$ cat src/rtl/fcmp_pkg.sv
package fcmp_pkg;

  localparam int FP_W    = 32;
  localparam int EXP_W   = 8;
  localparam int FRAC_W  = 23;
  localparam int MAG_W   = FP_W - 1;
  localparam int FLAG_W  = 3;
  localparam int NUM_OPS = 2;

  typedef enum logic [1:0] {
    CMP_GT = 2'd0,
    CMP_LT = 2'd1,
    CMP_EQ = 2'd2,
    CMP_UN = 2'd3
  } cmp_res_e;

  typedef struct packed {
    logic             is_nan;
    logic             is_snan;
    logic             is_zero;
    logic             is_den;
    logic             sign;
    logic [MAG_W-1:0] mag;
  } fp_class_t;

  // Split a value into its class bits; daz folds denormals to signed zero
  function automatic fp_class_t fp_classify(input logic [FP_W-1:0] v, input logic daz);
    fp_class_t c;
    logic [EXP_W-1:0]  ex;
    logic [FRAC_W-1:0] fr;
    logic              raw_den;
    ex = v[FP_W-2:FRAC_W];
    fr = v[FRAC_W-1:0];
    raw_den   = (ex == '0) && (fr != '0);
    c.is_nan  = (&ex) && (fr != '0);
    c.is_snan = c.is_nan && !fr[FRAC_W-1];
    c.is_den  = raw_den && !daz;
    c.is_zero = (ex == '0) && ((fr == '0) || daz);
    c.sign    = v[FP_W-1];
    c.mag     = c.is_zero ? '0 : v[MAG_W-1:0];
    return c;
  endfunction

  // Monotonic unsigned key for ordered (non-NaN, non-double-zero) values
  function automatic logic [FP_W-1:0] order_key(input fp_class_t c);
    return c.sign ? {1'b0, ~c.mag} : {1'b1, c.mag};
  endfunction

  // Outcome to {zf, pf, cf}
  function automatic logic [FLAG_W-1:0] flag_code(input cmp_res_e r);
    logic [FLAG_W-1:0] f;
    unique case (r)
      CMP_GT:  f = 3'b000;
      CMP_LT:  f = 3'b001;
      CMP_EQ:  f = 3'b100;
      default: f = 3'b111;
    endcase
    return f;
  endfunction

endpackage

$ cat src/rtl/fcmp_classify.sv
module fcmp_classify
  import fcmp_pkg::*;
(
  input  logic [FP_W-1:0] val,
  input  logic            daz,
  output fp_class_t       cls
);

  assign cls = fp_classify(val, daz);

  always_comb begin
    assert (!(cls.is_nan && cls.is_zero)) else $error("p_nan_not_zero_r3");
    assert (!(cls.is_den && cls.is_nan)) else $error("p_den_not_nan_r8");
  end

endmodule

$ cat src/rtl/fcmp_order.sv
module fcmp_order
  import fcmp_pkg::*;
(
  input  fp_class_t cls_a,
  input  fp_class_t cls_b,
  output cmp_res_e  res
);

  logic            nan_any;
  logic            both_zero;
  logic [FP_W-1:0] key_a;
  logic [FP_W-1:0] key_b;

  assign nan_any   = cls_a.is_nan | cls_b.is_nan;
  assign both_zero = cls_a.is_zero & cls_b.is_zero;
  assign key_a     = order_key(cls_a);
  assign key_b     = order_key(cls_b);

  always_comb begin
    if (nan_any)            res = CMP_UN;
    else if (both_zero)     res = CMP_EQ;
    else if (key_a > key_b) res = CMP_GT;
    else if (key_a < key_b) res = CMP_LT;
    else                    res = CMP_EQ;
  end

  // signed zeros never come out ordered against each other
  always_comb begin
    if (both_zero) assert (res == CMP_EQ) else $error("p_zero_equal_r4");
  end

endmodule

$ cat src/rtl/fcmp_except.sv
module fcmp_except
  import fcmp_pkg::*;
(
  input  logic      clk,
  input  logic      rst_n,
  input  logic      fire,
  input  logic      sig_mode,
  input  logic      mask_inv,
  input  logic      mask_den,
  input  logic      sticky_clr,
  input  fp_class_t cls_a,
  input  fp_class_t cls_b,
  output logic      inv_det,
  output logic      den_det,
  output logic      blocked,
  output logic      stat_inv,
  output logic      stat_den
);

  logic nan_any;
  logic snan_any;

  assign nan_any  = cls_a.is_nan | cls_b.is_nan;
  assign snan_any = cls_a.is_snan | cls_b.is_snan;
  assign inv_det  = sig_mode ? nan_any : snan_any;
  assign den_det  = !nan_any && (cls_a.is_den | cls_b.is_den);
  assign blocked  = (inv_det & ~mask_inv) | (den_det & ~mask_den);

  always_ff @(posedge clk) begin
    if (!rst_n) begin
      stat_inv <= 1'b0;
      stat_den <= 1'b0;
    end else begin
      stat_inv <= (stat_inv & ~sticky_clr) | (fire & inv_det);
      stat_den <= (stat_den & ~sticky_clr) | (fire & den_det);
    end
  end

  p_sticky_set_r10: assert property (@(posedge clk) disable iff (!rst_n)
    fire && (inv_det || den_det) |=> (stat_inv || stat_den));
  p_sticky_keep_r10: assert property (@(posedge clk) disable iff (!rst_n)
    !sticky_clr && !fire |=> $stable({stat_inv, stat_den}));
  p_sticky_clear_r10: assert property (@(posedge clk) disable iff (!rst_n)
    sticky_clr && !fire |=> !stat_inv && !stat_den);

endmodule

$ cat src/rtl/fcmp_flag_unit.sv
module fcmp_flag_unit
  import fcmp_pkg::*;
(
  input  logic            clk,
  input  logic            rst_n,
  input  logic            in_valid,
  output logic            in_ready,
  input  logic [FP_W-1:0] opa,
  input  logic [FP_W-1:0] opb,
  input  logic            sig_mode,
  input  logic            daz_en,
  input  logic            mask_inv,
  input  logic            mask_den,
  input  logic            sticky_clr,
  output logic            out_done,
  output logic            out_exc,
  output logic            flag_zf,
  output logic            flag_pf,
  output logic            flag_cf,
  output logic            flag_of,
  output logic            flag_sf,
  output logic            flag_af,
  output logic            stat_inv,
  output logic            stat_den
);

  logic [FP_W-1:0]   ops [NUM_OPS];
  fp_class_t         cls [NUM_OPS];
  cmp_res_e          cmp_res;
  logic              accept;
  logic              inv_det;
  logic              den_det;
  logic              blocked;
  logic              ready_q;
  logic              done_q;
  logic              exc_q;
  logic [FLAG_W-1:0] flags_q;

  assign ops[0] = opa;
  assign ops[1] = opb;

  for (genvar g = 0; g < NUM_OPS; g++) begin : g_cls
    fcmp_classify u_cls (
      .val (ops[g]),
      .daz (daz_en),
      .cls (cls[g])
    );
  end

  fcmp_order u_order (
    .cls_a (cls[0]),
    .cls_b (cls[1]),
    .res   (cmp_res)
  );

  fcmp_except u_except (
    .clk        (clk),
    .rst_n      (rst_n),
    .fire       (accept),
    .sig_mode   (sig_mode),
    .mask_inv   (mask_inv),
    .mask_den   (mask_den),
    .sticky_clr (sticky_clr),
    .cls_a      (cls[0]),
    .cls_b      (cls[1]),
    .inv_det    (inv_det),
    .den_det    (den_det),
    .blocked    (blocked),
    .stat_inv   (stat_inv),
    .stat_den   (stat_den)
  );

  assign accept = in_valid & ready_q;

  always_ff @(posedge clk) begin
    if (!rst_n) begin
      ready_q <= 1'b0;
      done_q  <= 1'b0;
      exc_q   <= 1'b0;
      flags_q <= '0;
    end else begin
      ready_q <= 1'b1;
      done_q  <= accept;
      exc_q   <= accept & blocked;
      if (accept && !blocked) flags_q <= flag_code(cmp_res);
    end
  end

  assign in_ready = ready_q;
  assign out_done = done_q;
  assign out_exc  = exc_q;
  assign {flag_zf, flag_pf, flag_cf} = flags_q;
  // Overflow, sign and auxiliary flags carry no compare information
  assign flag_of = 1'b0;
  assign flag_sf = 1'b0;
  assign flag_af = 1'b0;

  p_done_after_accept_r11: assert property (@(posedge clk) disable iff (!rst_n)
    accept |=> out_done);
  p_no_spurious_done_r11: assert property (@(posedge clk) disable iff (!rst_n)
    !accept |=> !out_done);
  p_flags_need_done_r11: assert property (@(posedge clk) disable iff (!rst_n)
    !out_done |-> $stable(flags_q));
  p_exc_with_done_r7: assert property (@(posedge clk) disable iff (!rst_n)
    out_exc |-> out_done);
  p_exc_holds_flags_r7: assert property (@(posedge clk) disable iff (!rst_n)
    out_exc |-> $stable(flags_q));
  p_legal_code_r2: assert property (@(posedge clk) disable iff (!rst_n)
    flags_q inside {3'b000, 3'b001, 3'b100, 3'b111});
  p_unordered_code_r3: assert property (@(posedge clk) disable iff (!rst_n)
    accept && (cls[0].is_nan || cls[1].is_nan) && !blocked |=> flags_q == 3'b111);
  p_daz_no_den_r9: assert property (@(posedge clk) disable iff (!rst_n)
    daz_en |-> !den_det);
  p_quiet_inv_r6: assert property (@(posedge clk) disable iff (!rst_n)
    !sig_mode && inv_det |-> (cls[0].is_snan || cls[1].is_snan));

endmodule

$ cat config.mk
export PLATFORM = sky130hd
export DESIGN_NAME = fcmp_flag_unit
export DESIGN_NICKNAME = d
export VERILOG_FILES = /design/src/rtl/fcmp_pkg.sv /design/src/rtl/fcmp_classify.sv /design/src/rtl/fcmp_order.sv /design/src/rtl/fcmp_except.sv /design/src/rtl/fcmp_flag_unit.sv
export SDC_FILE = /design/constraint.sdc
export NUM_CORES = 1
export LEC_CHECK = 0
export BUFFER_PORTS_ARGS = -buffer_cell sky130_fd_sc_hd__buf_4
export CORE_UTILIZATION = 55
export CTS_CLUSTER_DIAMETER = 150
export DETAILED_ROUTE_END_ITERATION = 8
export HOLD_SLACK_MARGIN = 0.03
export PLACE_DENSITY = 0.88
export RECOVER_POWER = 25
export SYNTH_ARGS = -nofsm -noshare
export SYNTH_HDL_FRONTEND = slang
export SYNTH_SLANG_ARGS = --single-unit
$ cat constraint.sdc
create_clock -name clk -period 12.15 [get_ports clk]
set_input_delay 3.645 -clock clk [delete_from_list [all_inputs] [get_ports clk]]
set_output_delay 3.645 -clock clk [all_outputs]
set_load 0.05 [all_outputs]
==> metrics.md <==
| Metric | Value |
|---|---|
| H-tree depth | 1 |
| Register share of total power | ~17% |
| GP Congestion | a little under 0.9 |
| Grt ovf | 0 |
| Clk buf depth | 2 |
| Commonest non-fill, non-tap cell in the layout | buf_4 |
| Power Density | around 58 nW/um2 |
| Core Footprint | roughly 3700 um2 |
| Synth unique cells | between 40 and 50 |
| Critical Path Start Type | input port |
| Post-layout net count | approximately 470 |
| Synth Area in Simple Gates | 28.7% |
| Xor/xnor share of the synthesized area | between 20% and 30% |
| Register area share after synthesis | just over 7% |
| Slew Viols, Final | 0 |
| Crit-path max FO | 25 |
| Worst min path class | register to register |
| I/O Pins | a little over 80 |
| Hold_buf cts | 0 |
| Compound-Gate Fraction of Synth Area | between 15 and 20% |
| R2R Setup Slk | 10590 ps |
| CTS tree | done |
| Design area | between 2000 and 3000 um2 |
| Via count | 2354 |
| Commonest non-fill, non-tap cells in the layout | 77 x buf_4, 42 x nand2_1, 32 x xnor2_1, 32 x ha_1, 30 x xor2_1 |
| Switch share | 39.5% |
| Synth top area cells | ha_1 18%, xnor2_1 13%, xor2_1 12% |
| Ant. Diodes | 0 |
| PortBufs | 79 |
| Initial Utilization | 59.0% |
| Critical Path End Type | register |
| Yosys top cell by area | ha_1 |
| Syn_area_per_cell | approximately 7.5 um2 |
| Clock Tree Root | clkbuf_8 |
| Routed WL | ~5.7 mm |
| Peak supply drop | around 0.000035 V |
| Die Ht | around 65 um |
| Final period util | a little under three fifths |
| Non-filler cells, final | between 400 and 500 |
| Synth Area in Adders | 18.1% |
| Leak Pwr | 1.33 nW |
| Worst skew pair latency | 230 ps |
| Relative slew margins | between 50% and 60% |
| Clk sinks | 8 |
| TritonCTS Buffers | 3 |
| Status | finished, final reports clean |
| Arr. time, crit path | around 7100 ps |
| Main combinational cell family by area after synthesis | simple AND/OR/NAND/NOR gates |
| Proportion of synthesized area in mux cells | 0% |
| Cts repair resizes | 0 |
| Setup TNS | 0 ps |
| Die area | approximately 4300 um2 |
| DR WL/cell | ~14 um |
| Fmax | between 100 and 150 MHz |
| Internal Power | 0.0981 mW |
| Largest net degree at the start of global routing | 33 |
| RSZ-0062 raised after global routing | no |
| ANT nets after route | 0 |
| Register bit total from synthesis | 8 |
| Row count | 22 |
| Total of warnings raised by yosys | 0 |
| DRC | 0 |
| Clk slew on worst S/H paths | approximately 40 ps |
| Setup Buffers After CTS | 0 |
| Clk_skew | roughly 1.4 ps |
| GRT Util Overall | 27.2% |
| Synthesized area | roughly 2200 um2 |
| Setup WS post-layout | around 5200 ps |
| First-pass GRT wire length | just over 9 mm |
| Top FF cell, synth | dfxtp_1 |
| Placed Cells | just over 400 |
| Final setup violation count | 0 |
| Combinational share of power | roughly 64% |
| Via/cell ratio | about 5.7 |
| Initial antenna violation count | 0 |
| Ratio of cells with drive above 1 in the final layout | between 20% and 30% |
| Number of max-cap violations | 0 |
| Placement-stage cell area | ~2800 um2 |
| Critical Path RT | roughly 12000 ps |
| WS Path Type | input port to register |
| 1st-pass router iterations | 4 |
| Iteration-0 DRC Markers | 94 |
| DP HPWL | roughly 4.7 mm |
| Final Core Density | 74.9% |
| Synthesis-to-finish area growth | 27.0% |
| Final min period | 6940 ps |
| P_sw | approximately 0.064 mW |
| Yosys top cell area share | 18.1% |
| Post-synth ARST share | 0% |
| Final hold viol count | 0 |
| Die W | about 65 um |
| Worst-margin pin slew | 637 ps |
| Clock Power Share | 19.2% |
| Post-synth EDFFs | 0 |
| Post-Syn Instances | roughly 300 |
| Number of global-route vias before repair | between 2k and 2.5k |
| Worst slack, placed | approximately 5000 ps |
[per-stage QoR]
stage,power [mW],hold WS (ps)
2_1_floorplan,0.0945,755
3_3_place_gp,0.128,497
3_5_place_dp,0.130,496
4_1_cts,0.162,504
5_1_grt,0.176,530
6_report,0.162,504
[cells by family (layout without fill, tap and decap cells)]
family,count (synthesis),in the layout
AOI/OAI and AO/OA,50,50
xor gates and xnor gates,62,62
adders and majority gates,32,32
buffers and inverters,20,87
DFF,8,8
other,1,3
and+or+nand+nor,120,120
[area by class of cell]
cell class | instances | area (um2)
Clock buffer | 3 | 41.3
Fill cell | 312 | 940
Inverter | 4 | 15.0
Multi-Input combinational cell | 267 | 1940
Sequential cell | 8 | 160
Tap cell | 48 | 60.1
Timing Repair Buffer | 80 | 589
[final timing paths]
path | start | endpoint | cells after the start
hold reg to reg | flags_q[0] | flags_q[0] | 2
setup reg to reg | in_ready | flags_q[2] | 7
hold / removal | flags_q[0] | flags_q[0] | 2
setup / recovery | opb[28] | flags_q[0] | 14
[worst max-delay path: stages]
cell and delay [ps]:
buf_4 120, or4_1 550, or4_1 550, o2bb2a_4 340, nand2_1 120, xor2_1 70
ha_1 340, nand4_1 170, or4_1 590, a21o_1 190, a31oi_1 160, o41ai_1 80
nand2_1 90, nor2_1 40
[power groups by stage]
stage	sequential [mW]	combinational, mW	clock (mW)
6_report	0.0279	0.103	0.0311
4_1_cts	0.0279	0.103	0.0320
3_3_place_gp	0.0284	0.0992	0
2_1_floorplan	0.0317	0.0628	0
5_1_grt	0.0280	0.115	0.0324
3_5_place_dp	0.0284	0.102	0
[cell usage after synthesis, types with 4 or more instances]
| library cell | count |
|---|---|
| nand2_1 | 42 |
| ha_1 | 32 |
| xnor2_1 | 32 |
| xor2_1 | 30 |
| a21oi_1 | 15 |
| nor2_1 | 15 |
| nand2_2 | 13 |
| or4_1 | 10 |
| clkbuf_1 | 9 |
| nand4_1 | 9 |
| o21ai_0 | 9 |
| dfxtp_1 | 8 |
| nor4_1 | 7 |
| nor2b_1 | 5 |
| a31oi_1 | 4 |
| inv_1 | 4 |
| nor3_1 | 4 |
[flip-flops by register name (all words and copies together) (netlist names)]
name and flops:
u_except.stat_den 1, in_ready 1, flags_q 3, out_exc 1, u_except.stat_inv 1, out_done 1
[metal layers]
metal / vias up / global-route usage, % / part of all wire (%)
met3: 12 / 3.47 / 6.6
met5: - / 0 / 0
met2: 91 / 49.2 / 48
met1: 1072 / 32.8 / 43
li1: 1179 / - / -
met4: 0 / 8.42 / 2.0
(Power assumes the default switching activity.)
